$ cat src/rtl/bcc_pkg.sv
// Shared types for the bus cycle controller.
// Assumes: kind codes are fixed; the type encodings are decoded in bcc_decode.
package bcc_pkg;
    typedef enum logic [2:0] {
        KIND_INTA = 3'd0,
        KIND_IORD = 3'd1,
        KIND_IOWR = 3'd2,
        KIND_MRD  = 3'd3,
        KIND_MWR  = 3'd4,
        KIND_HALT = 3'd5
    } xfer_kind_e;

    typedef struct packed {
        logic is_mem;
        logic is_data;
        logic is_write;
        logic locked;
    } cyc_def_t;

    typedef enum logic [1:0] {
        ST_IDLE = 2'd0,
        ST_ADDR = 2'd1,
        ST_DATA = 2'd2
    } bus_st_e;
endpackage

$ cat src/rtl/bcc_decode.sv
// Maps a transfer kind and lock request onto the four cycle-type outputs.
// Assumes: reserved kind codes fall back to memory read; interrupt
// acknowledge forces lock.
module bcc_decode
    import bcc_pkg::*;
(
    input  logic [2:0] kind,
    input  logic       lock_req,
    output cyc_def_t   def
);
    // Purpose: combinational kind-to-type table.
    always_comb begin
        def = '0;
        case (kind)
            KIND_INTA: begin def.is_mem = 1'b0; def.is_data = 1'b0; def.is_write = 1'b0; end
            KIND_IORD: begin def.is_mem = 1'b0; def.is_data = 1'b1; def.is_write = 1'b0; end
            KIND_IOWR: begin def.is_mem = 1'b0; def.is_data = 1'b1; def.is_write = 1'b1; end
            KIND_MWR:  begin def.is_mem = 1'b1; def.is_data = 1'b1; def.is_write = 1'b1; end
            KIND_HALT: begin def.is_mem = 1'b1; def.is_data = 1'b0; def.is_write = 1'b1; end
            default:   begin def.is_mem = 1'b1; def.is_data = 1'b1; def.is_write = 1'b0; end
        endcase
        def.locked = lock_req || (kind == KIND_INTA);
    end
endmodule

$ cat src/rtl/bcc_lane.sv
// Lane steering for the write path and byte enables of the current cycle.
// Assumes: in narrow mode only the low half of the lanes carries data, so
// an upper-half cycle copies the upper write data down onto them.
module bcc_lane #(
    parameter  int DATA_W = 32,
    localparam int BE_W   = DATA_W / 8,
    localparam int HALF_W = DATA_W / 2,
    localparam int HBE_W  = BE_W / 2
) (
    input  logic              narrow,
    input  logic              upper_seg,
    input  logic [BE_W-1:0]   be_full,
    input  logic [DATA_W-1:0] wdata,
    output logic [BE_W-1:0]   seg_be,
    output logic [DATA_W-1:0] seg_wdata
);
    // Purpose: choose enables and lane data for the half being transferred.
    always_comb begin
        if (!narrow) begin
            seg_be    = be_full;
            seg_wdata = wdata;
        end else if (upper_seg) begin
            seg_be    = {be_full[BE_W-1:HBE_W], {HBE_W{1'b0}}};
            seg_wdata = {wdata[DATA_W-1:HALF_W], wdata[DATA_W-1:HALF_W]};
        end else begin
            seg_be    = {{HBE_W{1'b0}}, be_full[HBE_W-1:0]};
            seg_wdata = wdata;
        end
    end
endmodule

$ cat src/rtl/bcc_rdasm.sv
// Read data assembly: collects the full bus or one 16-bit half per cycle.
// Assumes: clear arrives on acceptance, capture on the ready edge of a
// read cycle; halves not transferred stay zero.
module bcc_rdasm #(
    parameter  int DATA_W = 32,
    localparam int HALF_W = DATA_W / 2
) (
    input  logic              clk,
    input  logic              rst_n,
    input  logic              clear,
    input  logic              capture,
    input  logic              narrow,
    input  logic              upper_seg,
    input  logic [DATA_W-1:0] data_in,
    output logic [DATA_W-1:0] rdata
);
    // Purpose: register the read result, one half at a time in narrow mode.
    always_ff @(posedge clk) begin
        if (!rst_n) begin
            rdata <= '0;
        end else if (clear) begin
            rdata <= '0;
        end else if (capture) begin
            if (!narrow)
                rdata <= data_in;
            else if (upper_seg)
                rdata[DATA_W-1:HALF_W] <= data_in[HALF_W-1:0];
            else
                rdata[HALF_W-1:0] <= data_in[HALF_W-1:0];
        end
    end
endmodule

$ cat src/rtl/bcc_seq.sv
// Cycle sequencer: idle, address (strobe) and data (wait) phases, with an
// optional second pass for a split transfer and a one-clock done pulse.
// Assumes: ready is only meaningful in the data phase.
module bcc_seq
    import bcc_pkg::*;
(
    input  logic clk,
    input  logic rst_n,
    input  logic req_valid,
    input  logic req_split,
    input  logic bus_ready,
    output logic req_ready,
    output logic accept,
    output logic strobe,
    output logic busy,
    output logic second_half,
    output logic seg_end,
    output logic done
);
    bus_st_e state;
    logic    split_q;

    // Purpose: handshake and phase decode from the state register.
    always_comb begin
        req_ready = (state == ST_IDLE);
        accept    = req_valid && req_ready;
        strobe    = (state == ST_ADDR);
        busy      = (state != ST_IDLE);
        seg_end   = (state == ST_DATA) && bus_ready;
    end

    // Purpose: advance phases, track split halves and pulse done.
    always_ff @(posedge clk) begin
        if (!rst_n) begin
            state       <= ST_IDLE;
            split_q     <= 1'b0;
            second_half <= 1'b0;
            done        <= 1'b0;
        end else begin
            done <= 1'b0;
            case (state)
                ST_IDLE: begin
                    if (accept) begin
                        state       <= ST_ADDR;
                        split_q     <= req_split;
                        second_half <= 1'b0;
                    end
                end
                ST_ADDR: state <= ST_DATA;
                ST_DATA: begin
                    if (bus_ready) begin
                        if (split_q && !second_half) begin
                            state       <= ST_ADDR;
                            second_half <= 1'b1;
                        end else begin
                            state       <= ST_IDLE;
                            second_half <= 1'b0;
                            done        <= 1'b1;
                        end
                    end
                end
                default: state <= ST_IDLE;
            endcase
        end
    end

    AST_STROBE_SINGLE: assert property (@(posedge clk) disable iff (!rst_n)
        strobe |=> !strobe);
    AST_DONE_AFTER_READY: assert property (@(posedge clk) disable iff (!rst_n)
        done |-> $past(bus_ready));
endmodule

$ cat src/rtl/bus_cycle_ctrl.sv
// Top of the bus cycle controller. Latches a transfer on acceptance, decodes
// its cycle type, steers lanes for 32- or 16-bit operation and returns the
// assembled read data with a done pulse.
// Assumes: request fields and bus_narrow are sampled only on acceptance;
// a transfer enables at least one byte.
module bus_cycle_ctrl
    import bcc_pkg::*;
#(
    parameter  int ADDR_W = 32,
    parameter  int DATA_W = 32,
    localparam int BE_W   = DATA_W / 8,
    localparam int HBE_W  = BE_W / 2,
    localparam int WA_LSB = $clog2(BE_W)
) (
    input  logic              clk,
    input  logic              rst_n,
    input  logic              req_valid,
    output logic              req_ready,
    input  logic [2:0]        req_kind,
    input  logic [ADDR_W-1:0] req_addr,
    input  logic [DATA_W-1:0] req_wdata,
    input  logic [BE_W-1:0]   req_be,
    input  logic              req_lock,
    input  logic              bus_narrow,
    output logic              addr_strobe,
    output logic              cyc_mem,
    output logic              cyc_data,
    output logic              cyc_write,
    output logic              cyc_lock,
    output logic [ADDR_W-WA_LSB-1:0] bus_addr,
    output logic [BE_W-1:0]   bus_be,
    output logic [DATA_W-1:0] data_out,
    output logic              data_oe,
    input  logic [DATA_W-1:0] data_in,
    input  logic              bus_ready,
    output logic              rsp_done,
    output logic [DATA_W-1:0] rsp_rdata
);
    cyc_def_t                 def_new, def_q;
    logic [ADDR_W-WA_LSB-1:0] addr_q;
    logic [DATA_W-1:0]        wdata_q;
    logic [BE_W-1:0]          be_q;
    logic                     narrow_q, upper_only_q;
    logic                     req_split, req_upper_only;
    logic                     accept, busy, second_half, seg_end, upper_seg;

    // Purpose: classify the incoming transfer for narrow-bus handling.
    always_comb begin
        req_split      = bus_narrow && (|req_be[HBE_W-1:0]) && (|req_be[BE_W-1:HBE_W]);
        req_upper_only = bus_narrow && !(|req_be[HBE_W-1:0]) && (|req_be[BE_W-1:HBE_W]);
    end

    bcc_decode u_decode (
        .kind     (req_kind),
        .lock_req (req_lock),
        .def      (def_new)
    );

    bcc_seq u_seq (
        .clk         (clk),
        .rst_n       (rst_n),
        .req_valid   (req_valid),
        .req_split   (req_split),
        .bus_ready   (bus_ready),
        .req_ready   (req_ready),
        .accept      (accept),
        .strobe      (addr_strobe),
        .busy        (busy),
        .second_half (second_half),
        .seg_end     (seg_end),
        .done        (rsp_done)
    );

    // Purpose: hold the accepted transfer for the whole bus operation.
    always_ff @(posedge clk) begin
        if (!rst_n) begin
            def_q        <= '0;
            addr_q       <= '0;
            wdata_q      <= '0;
            be_q         <= '0;
            narrow_q     <= 1'b0;
            upper_only_q <= 1'b0;
        end else if (accept) begin
            def_q        <= def_new;
            addr_q       <= req_addr[ADDR_W-1:WA_LSB];
            wdata_q      <= req_wdata;
            be_q         <= req_be;
            narrow_q     <= bus_narrow;
            upper_only_q <= req_upper_only;
        end
    end

    assign upper_seg = upper_only_q || second_half;

    bcc_lane #(.DATA_W(DATA_W)) u_lane (
        .narrow    (narrow_q),
        .upper_seg (upper_seg),
        .be_full   (be_q),
        .wdata     (wdata_q),
        .seg_be    (bus_be),
        .seg_wdata (data_out)
    );

    bcc_rdasm #(.DATA_W(DATA_W)) u_rdasm (
        .clk       (clk),
        .rst_n     (rst_n),
        .clear     (accept),
        .capture   (seg_end && !def_q.is_write),
        .narrow    (narrow_q),
        .upper_seg (upper_seg),
        .data_in   (data_in),
        .rdata     (rsp_rdata)
    );

    // Purpose: drive the cycle-definition outputs and pad enable.
    always_comb begin
        cyc_mem   = def_q.is_mem;
        cyc_data  = def_q.is_data;
        cyc_write = def_q.is_write;
        cyc_lock  = def_q.locked;
        bus_addr  = addr_q;
        data_oe   = busy && def_q.is_write;
    end

    AST_HOLD_IN_WAIT: assert property (@(posedge clk) disable iff (!rst_n)
        (busy && !addr_strobe && !bus_ready) |=>
        $stable({bus_addr, bus_be, cyc_mem, cyc_data, cyc_write, cyc_lock, data_out, data_oe}));
    AST_INTA_LOCKED: assert property (@(posedge clk) disable iff (!rst_n)
        (addr_strobe && !cyc_mem && !cyc_data && !cyc_write) |-> cyc_lock);
    AST_NARROW_ONE_HALF: assert property (@(posedge clk) disable iff (!rst_n)
        (addr_strobe && narrow_q) |-> ((bus_be[BE_W-1:HBE_W] == '0) || (bus_be[HBE_W-1:0] == '0)));
    AST_DONE_FREES: assert property (@(posedge clk) disable iff (!rst_n)
        rsp_done |-> (req_ready && !addr_strobe));
endmodule

$ cat config.mk
export PLATFORM = sky130hd
export DESIGN_NAME = bus_cycle_ctrl
export DESIGN_NICKNAME = d
export VERILOG_FILES = /design/src/rtl/bcc_pkg.sv /design/src/rtl/bcc_decode.sv /design/src/rtl/bcc_lane.sv /design/src/rtl/bcc_rdasm.sv /design/src/rtl/bcc_seq.sv /design/src/rtl/bus_cycle_ctrl.sv
export SDC_FILE = /design/constraint.sdc
export NUM_CORES = 1
export LEC_CHECK = 0
export BUFFER_PORTS_ARGS = -buffer_cell sky130_fd_sc_hd__buf_2
export CAP_MARGIN = 20
export CORE_ASPECT_RATIO = 2
export CORE_MARGIN = 4
export CORE_UTILIZATION = 42
export CTS_CLUSTER_SIZE = 20
export DETAILED_ROUTE_END_ITERATION = 16
export PLACE_DENSITY = 0.87
export SLEW_MARGIN = 20
export SYNTH_ARGS = -nofsm -noshare
export SYNTH_HDL_FRONTEND = slang
export SYNTH_SLANG_ARGS = --single-unit
$ cat constraint.sdc
create_clock -name clk -period 1.4 [get_ports clk]
set_input_delay 0.21 -clock clk [delete_from_list [all_inputs] [get_ports clk]]
set_output_delay 0.21 -clock clk [all_outputs]
set_load 0.02 [all_outputs]
==> results_dict.tcl <==
set metrics [dict create \
    outcome "finished with violations" \
    grt_pass1_wl_um 22400 \
    fin_area_um2 7050 \
    slew_viol_final 0 \
    crit_end "data_out[4]" \
    fin_skew_ns 0.00680 \
    holdCritPathClass "in -> reg" \
    syn_to_final_growth_pct 56.6 \
    synth_edf_count 0 \
    first_iter_violations 236 \
    async_flop_share 0 \
    maxSlewHeadroom 0.718 \
    ys.flop_type "dfxtp_1" \
    peakVddDrop_uv 818 \
    synth_top_area_cell "dfxtp_1" \
    htreeDepth 3 \
    synth_common_cells "nand2_1, dfxtp_1, a21oi_1" \
    path_clk_slew_ns 0.07 \
    first_pass_iters 5 \
    gp_congestion 0.842 \
    rsz0062_at_grt "yes" \
    synth.most_common_cell "nand2_1" \
    required_ns 1.19 \
    synth_cells 566 \
    fp.dieW_um 81.2 \
    syn_nets 675 \
    dieArea_um2 12500 \
    rrSetupSlack_ns -0.11 \
    antenna_found_initial 1 \
    hpwlAfterDp_um 10300 \
    wl_per_cell_um 17.4 \
    cp-end-kind "output port" \
    worst-setup-path-type "reg -> out" \
    nets 888 \
    syn_area_um2 4500 \
    chipHeight_um 154 \
    power.leakage_uw 0.00315 \
    dp.cells 885 \
    cts_made_buffers 9 \
    n_antenna_cell 0 \
    grt_util_met1 0.225 \
    instances_no_fill 921 \
    root_buffer "clkbuf_16" \
    seq_area_frac_synth 0.485 \
    finalCritPeriodShare 1.19 \
    violations "negative setup slack" \
    grt_pass1_vias 4758 \
    place_area_um2 5770 \
    fin_ws_ns -0.266 \
    reg2reg_from "upper_only_q$_SDFFE_PN0P_" \
    drive_above_1_share 0.500 \
    use_met3 0.0472 \
    cts_tree "yes" \
    crit_path_start "upper_only_q$_SDFFE_PN0P_" \
    reg2reg_to "u_rdasm.rdata[10]$_SDFFE_PP0P_" \
    power_density_nw_per_um2 1050 \
    start_util 0.429 \
    io_pins 215 \
    drc 0 \
    drt-vias-per-instance 5.38 \
    cts.sinks 109 \
    ys_warn_count 0 \
    ant_nets 0 \
    start_kind "register" \
    ys_seq_elements 109 \
    arrival_ns 1.46 \
    fin_util 0.672 \
    finalCriticalPeriod_ns 1.67 \
    port_buffers 212 \
    busiest_layer "met2" \
    use_met2 0.435 \
    crit_path_max_fanout 5 \
    synth_top_area_share 0.485 \
    ys_types 35 \
    clkLatencyLatePin_ns 0.34 \
    worstMarginPinSlew_ns 0.423 \
    drt-total-wl_um 16000 \
    core-area_um2 10500 \
    rr_worst_depth 6 \
    synthTopCellsByArea "dfxtp_1, nand2_1, a21oi_1" \
    setup_viol 40 \
    hold_viol 0 \
    fmaxAchievable_ghz 0.600 \
    grt_usage 0.230 \
    fp-row-count 53 \
    grt-ovfl-total 0 \
    grt_max_degree 44 \
    synth.avg_cell_area_um2 7.95 \
    clock_path_buffers 2 \
    vias 4954 \
    maxCapViolations 0 \
]
[cells by family (layout without fill, tap and decap cells)]
logic type | count (synthesis) | count (layout) | synth area share
mux | 17 | 17 | 0.0378
flops | 109 | 109 | 0.485
buf+inv | 62 | 279 | 0.0737
compound gates | 141 | 141 | 0.182
simple gates | 236 | 237 | 0.220
xor+xnor | 1 | 1 | 0.00195
[repair_timing]
action / 4_1_cts / 5_1_grt
pin swaps: 28 / 26
hold buffers: 0 / 0
resized for setup: 122 / 75
setup endpoints to repair: 39 / 86
hold endpoints to repair: 0 / 0
cloned: 2 / 6
setup buffers: 10 / 4
[cell usage in the layout (no fill, tap or decap), types with 2 or more instances in the layout]
cell type / synthesis / layout
a21oi_1: 99 / 62
buf_6: 3 / 33
buf_8: 0 / 4
nor2b_1: 4 / 3
nand2_2: 0 / 23
and2_4: 1 / 6
a21oi_4: 0 / 8
nand3_1: 17 / 16
buf_2: 13 / 190
buf_4: 16 / 18
mux2i_1: 17 / 17
nand2_1: 183 / 146
dfxtp_4: 0 / 2
o21ai_1: 1 / 4
nor3_1: 4 / 4
nor3b_1: 3 / 2
dfxtp_1: 109 / 103
clkinv_4: 0 / 2
nand2_4: 0 / 14
or3b_4: 0 / 2
a211oi_2: 10 / 17
buf_12: 0 / 10
a21oi_2: 0 / 29
clkbuf_16: 0 / 15
dfxtp_2: 0 / 4
nor2_1: 11 / 9
o21ai_0: 18 / 14
a32o_1: 2 / 2
[worst max-delay path, cell delays in order (launching register included)]
cell and delay [ns]:
dfxtp_2 0.33, buf_6 0.12, o21ai_4 0.15, buf_6 0.15, buf_12 0.13, nand2_4 0.05, nand2_2 0.07, buf_6 0.11
[power breakdown]
| part | total [uW] | internal (uW) | switching (uW) |
|---|---|---|---|
| clock network | 2570 | 1440 | 1130 |
| registers | 3360 | 3250 | 102 |
| logic | 1480 | 652 | 826 |
| total | 7400 | 5350 | 2050 |
[routing by layer]
layer,share of wire,up-vias
met3,0.063,65
met4,0.048,2
met5,0.00044,-
met2,0.55,264
li1,-,2303
met1,0.34,2320
[stage by stage]
| stage | hold WS [ns] | worst slack [ns] | power (uW) | setup TNS (ns) |
|---|---|---|---|---|
| after CTS | 0.0852 | -0.283 | 7270 | -6.17 |
| final | 0.0984 | -0.266 | 7400 | -5.69 |
| after detailed placement | 0.443 | -0.0950 | 4600 | -0.481 |
| after global routing | 0.0915 | -0.323 | 7690 | -8.21 |
| after global placement | 0.437 | 0.0000214 | 4570 | 0 |
| after floorplan | 0.346 | -0.0359 | 4110 | -0.399 |
[layout make-up]
| cell class | instances | area, um^2 |
|---|---|---|
| fill | 833 | 3430 |
| multi-input combinational | 396 | 2470 |
| sequential | 109 | 2190 |
| timing repair buffer | 262 | 1900 |
| clock buffer | 11 | 243 |
| tap | 137 | 171 |
| clock inverter | 5 | 60.1 |
| inverter | 1 | 3.75 |
[flip-flops by register name (all words and copies together), names as in the netlist]
name and cells:
cyc_mem 1, upper_only_q 1, u_seq.state 2, cyc_lock 1, u_rdasm.rdata 32, narrow_q 1
u_seq.done 1, wdata_q 32, cyc_data 1, be_q 4, cyc_write 1, u_seq.second_half 1
u_seq.split_q 1, bus_addr 30
[how the worst min path moves through the flow]
stage | cells past startpoint | startpoint | to | slack, ns
3_3_place_gp | 2 | be_q[0]$_SDFFE_PN0P_ | be_q[0]$_SDFFE_PN0P_ | 0.44
5_1_grt | 3 | req_addr[19] | bus_addr[17]$_SDFFE_PN0P_ | 0.09
4_1_cts | 3 | req_addr[29] | bus_addr[27]$_SDFFE_PN0P_ | 0.09
3_5_place_dp | 2 | bus_addr[13]$_SDFFE_PN0P_ | bus_addr[13]$_SDFFE_PN0P_ | 0.44
6_report | 3 | req_addr[29] | bus_addr[27]$_SDFFE_PN0P_ | 0.1
2_1_floorplan | 2 | req_be[0] | be_q[0]$_SDFFE_PN0P_ | 0.35
Note: power is estimated with default switching activity, not from simulation.
